$ cat src/rtl/irq_pkg.sv
// Package: shared widths, register offsets and bit masks for the interrupt unit.
package irq_pkg;
    localparam int          DATA_W     = 16;
    localparam int          ADDR_W     = 8;
    localparam logic [7:0]  OFS_ENABLE = 8'h4C;
    localparam logic [7:0]  OFS_STATUS = 8'h4E;
    localparam logic [7:0]  OFS_ACK    = 8'h5A;
    // positions that own an event source
    localparam logic [15:0] SRC_MASK   = 16'h0FDE;
    // positions stored in the enable word
    localparam logic [15:0] ENA_MASK   = 16'h0FFE;
endpackage

$ cat src/rtl/irq_status_bank.sv
// Sticky status bits. Each masked position is set by its event pulse and
// cleared by a write-one-to-clear strobe; set has priority over clear.
// Assumes clr_i is already qualified by a write to the status offset.
module irq_status_bank #(
    parameter int              W    = 16,
    parameter logic [W-1:0]    MASK = '1
) (
    input  logic         clk,
    input  logic         rst_n,
    input  logic [W-1:0] evt_i,
    input  logic [W-1:0] clr_i,
    output logic [W-1:0] stat_o
);
    logic [W-1:0] stat_q;
    logic [W-1:0] stat_d;

    // next state: keep bits not cleared, then OR in new events, restrict to sources
    always_comb begin
        stat_d = ((stat_q & ~clr_i) | evt_i) & MASK;
    end

    // state register with synchronous reset
    always_ff @(posedge clk) begin
        if (!rst_n) stat_q <= '0;
        else        stat_q <= stat_d;
    end

    assign stat_o = stat_q;
endmodule

$ cat src/rtl/irq_enable_reg.sv
// Enable mask register. Only positions in MASK are stored. A clear-all
// strobe (acknowledge read) has priority over a write in the same cycle.
module irq_enable_reg #(
    parameter int              W    = 16,
    parameter logic [W-1:0]    MASK = '1
) (
    input  logic         clk,
    input  logic         rst_n,
    input  logic         wr_i,
    input  logic [W-1:0] wdata_i,
    input  logic         clr_all_i,
    output logic [W-1:0] ena_o
);
    logic [W-1:0] ena_q;

    // mask storage: clear-all first, then write, else hold
    always_ff @(posedge clk) begin
        if (!rst_n)         ena_q <= '0;
        else if (clr_all_i) ena_q <= '0;
        else if (wr_i)      ena_q <= wdata_i & MASK;
    end

    assign ena_o = ena_q;
endmodule

$ cat src/rtl/irq_read_mux.sv
// Read data selection. Purely combinational; unmapped offsets give zero.
// The status and acknowledge offsets return the same word.
module irq_read_mux #(
    parameter int                 W       = 16,
    parameter int                 AW      = 8,
    parameter logic [AW-1:0]      A_ENA   = '0,
    parameter logic [AW-1:0]      A_STAT  = '0,
    parameter logic [AW-1:0]      A_ACK   = '0
) (
    input  logic [AW-1:0] addr_i,
    input  logic [W-1:0]  ena_i,
    input  logic [W-1:0]  stat_word_i,
    output logic [W-1:0]  rdata_o
);
    // decode the offset into a read value
    always_comb begin
        if (addr_i == A_ENA)                          rdata_o = ena_i;
        else if (addr_i == A_STAT || addr_i == A_ACK) rdata_o = stat_word_i;
        else                                          rdata_o = '0;
    end
endmodule

$ cat src/rtl/irq_aggregator.sv
// Top of the interrupt status and enable unit. Latches event pulses into
// sticky status bits, gates them with the enable mask and drives one
// registered active-low interrupt. Assumes events are single-cycle pulses
// synchronous to clk and register accesses are one cycle long.
module irq_aggregator
    import irq_pkg::*;
#(
    parameter int                 W       = DATA_W,
    parameter int                 AW      = ADDR_W,
    parameter logic [AW-1:0]      A_ENA   = OFS_ENABLE,
    parameter logic [AW-1:0]      A_STAT  = OFS_STATUS,
    parameter logic [AW-1:0]      A_ACK   = OFS_ACK,
    parameter logic [W-1:0]       S_MASK  = SRC_MASK,
    parameter logic [W-1:0]       E_MASK  = ENA_MASK
) (
    input  logic          clk,
    input  logic          rst_n,
    input  logic [W-1:0]  evt_i,
    input  logic          reg_wr_en,
    input  logic          reg_rd_en,
    input  logic [AW-1:0] reg_addr,
    input  logic [W-1:0]  reg_wdata,
    output logic [W-1:0]  reg_rdata,
    output logic          irq_n
);
    localparam logic [W-1:0] BIT0 = W'(1);

    logic [W-1:0] stat_q;
    logic [W-1:0] ena_q;
    logic [W-1:0] stat_clr;
    logic [W-1:0] stat_word;
    logic         wr_ena;
    logic         ack_rd;
    logic         pend_any;
    logic         irq_n_q;

    // access decode
    always_comb begin
        wr_ena   = reg_wr_en && (reg_addr == A_ENA);
        ack_rd   = reg_rd_en && (reg_addr == A_ACK);
        stat_clr = (reg_wr_en && (reg_addr == A_STAT)) ? reg_wdata : '0;
    end

    irq_status_bank #(.W(W), .MASK(S_MASK)) u_stat (
        .clk    (clk),
        .rst_n  (rst_n),
        .evt_i  (evt_i),
        .clr_i  (stat_clr),
        .stat_o (stat_q)
    );

    irq_enable_reg #(.W(W), .MASK(E_MASK)) u_ena (
        .clk       (clk),
        .rst_n     (rst_n),
        .wr_i      (wr_ena),
        .wdata_i   (reg_wdata),
        .clr_all_i (ack_rd),
        .ena_o     (ena_q)
    );

    // live summary and the readable status word with summary in bit 0
    always_comb begin
        pend_any  = |(stat_q & ena_q);
        stat_word = (stat_q & ~BIT0) | (pend_any ? BIT0 : '0);
    end

    irq_read_mux #(.W(W), .AW(AW), .A_ENA(A_ENA), .A_STAT(A_STAT), .A_ACK(A_ACK)) u_rmux (
        .addr_i      (reg_addr),
        .ena_i       (ena_q),
        .stat_word_i (stat_word),
        .rdata_o     (reg_rdata)
    );

    // registered interrupt line, low while something enabled is pending
    always_ff @(posedge clk) begin
        if (!rst_n) irq_n_q <= 1'b1;
        else        irq_n_q <= ~pend_any;
    end

    assign irq_n = irq_n_q;
endmodule

$ cat config.mk
export PLATFORM = sky130hd
export DESIGN_NAME = irq_aggregator
export DESIGN_NICKNAME = d
export VERILOG_FILES = /design/src/rtl/irq_pkg.sv /design/src/rtl/irq_status_bank.sv /design/src/rtl/irq_enable_reg.sv /design/src/rtl/irq_read_mux.sv /design/src/rtl/irq_aggregator.sv
export SDC_FILE = /design/constraint.sdc
export NUM_CORES = 1
export LEC_CHECK = 0
export ABC_CLOCK_PERIOD_IN_PS = 2700
export CORE_MARGIN = 2
export CORE_UTILIZATION = 30
export CTS_CLUSTER_DIAMETER = 200
export DETAILED_ROUTE_END_ITERATION = 8
export PLACE_DENSITY = 0.67
export SLEW_MARGIN = 20
export SYNTH_ARGS = -nofsm -noshare
export SYNTH_HDL_FRONTEND = slang
export SYNTH_HIERARCHICAL = 1
export SYNTH_SLANG_ARGS = --single-unit
$ cat constraint.sdc
create_clock -name clk -period 2.7 [get_ports clk]
set_input_delay 0.27 -clock clk [delete_from_list [all_inputs] [get_ports clk]]
set_output_delay 0.27 -clock clk [all_outputs]
set_load 0.01 [all_outputs]
==> flow_metrics.env <==
export IMPL_drive_gt1_share_pct=8.673
export IMPL_wirelength_um=3368
export IMPL_use_met2_pct=24.28
export IMPL_grt_max_degree=19
export IMPL_grt_pass1_vias=1244
export IMPL_cts_htree_levels=1
export IMPL_final_nets=241
export IMPL_core_area_sq_um=4414
export IMPL_areaGrowthSynthToFinish_pct=35.86
export IMPL_fillers=446
export IMPL_drt_vias_per_instance=4.879
export IMPL_critPathMaxStageDelay_ns=0.55
export IMPL_worstSetupPathType="input port to output pin"
export IMPL_power_density_nw_per_um2=418.1
export IMPL_drc=0
export IMPL_max_clock_path_buffers=2
export IMPL_place_congestion=0.7117
export IMPL_wl_per_cell_um=13.58
export IMPL_post_cts_resized=0
export IMPL_antenna_left=0
export IMPL_cts_setup_buffers=0
export IMPL_syn_avg_cell_area_sq_um=9.112
export IMPL_cts_sinks=22
export IMPL_drtIter0Drc=53
export IMPL_clock_skew_ns=0.0007762
export IMPL_post_dp_cell_area_sq_um=1810
export IMPL_path_max_fanout=16
export IMPL_crit_end="reg_rdata[10]"
export IMPL_hold_path_class="flop to flop"
export IMPL_io_pins=61
export IMPL_cp_common_cell="clkdlybuf4s50_1"
export IMPL_insertedDiodeCount=0
export IMPL_syn_area_sq_um=1385
export IMPL_post_route_min_period_ns=2.323
export IMPL_start_util_pct=31.38
export IMPL_clkTransAtPathRegs_ns=0.08
export IMPL_required_ns=2.43
export IMPL_end_kind="output pin"
export IMPL_die_w_um=71.95
export IMPL_antenna_found_initial=0
export IMPL_peakVddDrop_v=0.0002968
export IMPL_vias=1210
export IMPL_rsz0062_at_grt="false"
export IMPL_drt_pass1_iterations=4
export IMPL_cts_tree="done"
export IMPL_r2r_start="u_stat/stat_o[4]$_SDFF_PN0_"
export IMPL_die_area_sq_um=5176
export IMPL_timing_rr_end="irq_n$_SDFF_PN1_"
export IMPL_crit_chain="clkdlybuf4s50_1 -> nor4b_1 -> nand2_1 -> buf_4 -> nor2_1 -> clkdlybuf4s50_1"
export IMPL_hold_viol=0
export IMPL_clockRootBuffer="clkbuf_8"
export IMPL_dp_cells=244
export IMPL_final_cell_area_sq_um=1882
export IMPL_grt_use_total_pct=13.99
export IMPL_grt_busiest_layer="met2"
export IMPL_hpwl_um=2450
export IMPL_worst_ep_arrival_time_ns=2.05
export IMPL_clk_latency_ns=0.26
export IMPL_crit_slowest_cell="clkdlybuf4s50_1"
export IMPL_num_rows=24
export IMPL_finalCritPeriodShare_pct=86.04
export IMPL_numCtsBuffers=3
export IMPL_grt_use_met3_pct=3.611
export IMPL_r2r_setup_slack_ns=1.58
export IMPL_yosys_warnings=6
export IMPL_hold_buffers=0
export IMPL_start_kind="input port"
export IMPL_grt_ovfl_total=0
export IMPL_layout_cells_non_filler=248
export IMPL_drv_cap=0
export IMPL_fin_setup_tns_ns=0
export IMPL_setup_viol=0
export IMPL_grt_use_met1_pct=16.94
export IMPL_status="complete, no violations"
export IMPL_slew_violations=0
export IMPL_max_freq_mhz=430.5
export IMPL_crit_path_start="reg_addr[3]"
export IMPL_synthCells=152
export IMPL_leakage_nw=0.6454
export IMPL_rr_worst_depth=4
export IMPL_grt_pass1_wl_um=5616
export IMPL_portBuffers=45
export IMPL_die_h_um=71.95
[cells in the final DEF (no fill, tap or decap), drive strengths merged, types with 2 or more instances in the layout]
cell	count
conb	11
nand2	3
dfxtp	22
a22o	4
mux2i	11
and2	10
a221oi	4
buf	6
nand4	2
nor2b	11
o21a	10
clkdlybuf4s50	45
clkbuf	3
a32oi	16
nor3	2
nor2	29
[how the worst min path moves through the flow]
stage                     depth (start not counted)                          end                         from
after CTS                                         2  u_ena/ena_o[8]$_SDFFE_PP0P_  u_ena/ena_o[8]$_SDFFE_PP0P_
after floorplan                                   1             irq_n$_SDFF_PN1_                        rst_n
after global routing                              2  u_ena/ena_o[3]$_SDFFE_PP0P_  u_ena/ena_o[3]$_SDFFE_PP0P_
final                                             2  u_ena/ena_o[5]$_SDFFE_PP0P_  u_ena/ena_o[5]$_SDFFE_PP0P_
after global placement                            2  u_ena/ena_o[1]$_SDFFE_PP0P_  u_ena/ena_o[1]$_SDFFE_PP0P_
after detailed placement                          2  u_ena/ena_o[2]$_SDFFE_PP0P_  u_ena/ena_o[2]$_SDFFE_PP0P_
[worst max-delay path: cells and delay by family]
kind,cells,cell delay [ns]
simple gates,3,0.49
buf+inv,3,1.29
[per-layer routing]
layer,wire [um],share of wire [%],vias up
met2,1668,50,39
met3,184,5.5,2
li1,-,-,612
met5,0,0,-
met4,29,0.86,0
met1,1485,44,557
[state kept, by name, summed over array words and instances (netlist names)]
name	count
u_stat/stat_o	10
u_ena/ena_o	11
irq_n	1
[final cells by class]
type                            instances  area [sq um]  share of cell area, %
Tap cell                               52         65.06                  3.457
Clock inverter                          1         30.03                  1.596
Multi-Input combinational cell        119         809.5                  43.02
Timing Repair Buffer                   51         495.5                  26.33
Sequential cell                        22         440.4                  23.40
Clock buffer                            3         41.29                  2.194
[report_power, final]
part           switching (mW)  leakage [nW]  internal (mW)
Clock                   0.113        0.0357          0.198
Combinational          0.0548         0.429         0.0760
Sequential            0.00871         0.181          0.336
Total                   0.176         0.645          0.611
[stage by stage]
stage | power (mW) | hold slack (ns) | utilization, % | worst slack [ns]
after floorplan | 0.4274 | 0.3319 | - | 1.307
after global placement | 0.4819 | 0.5033 | 41.01 | 0.3714
after detailed placement | 0.4829 | 0.5100 | 41.01 | 0.3808
after CTS | 0.7957 | 0.5402 | 42.63 | 0.3674
after global routing | 0.8191 | 0.5507 | 42.63 | 0.2600
final | 0.7868 | 0.5353 | 42.63 | 0.3769
Note: power is estimated with default switching activity, not from simulation.
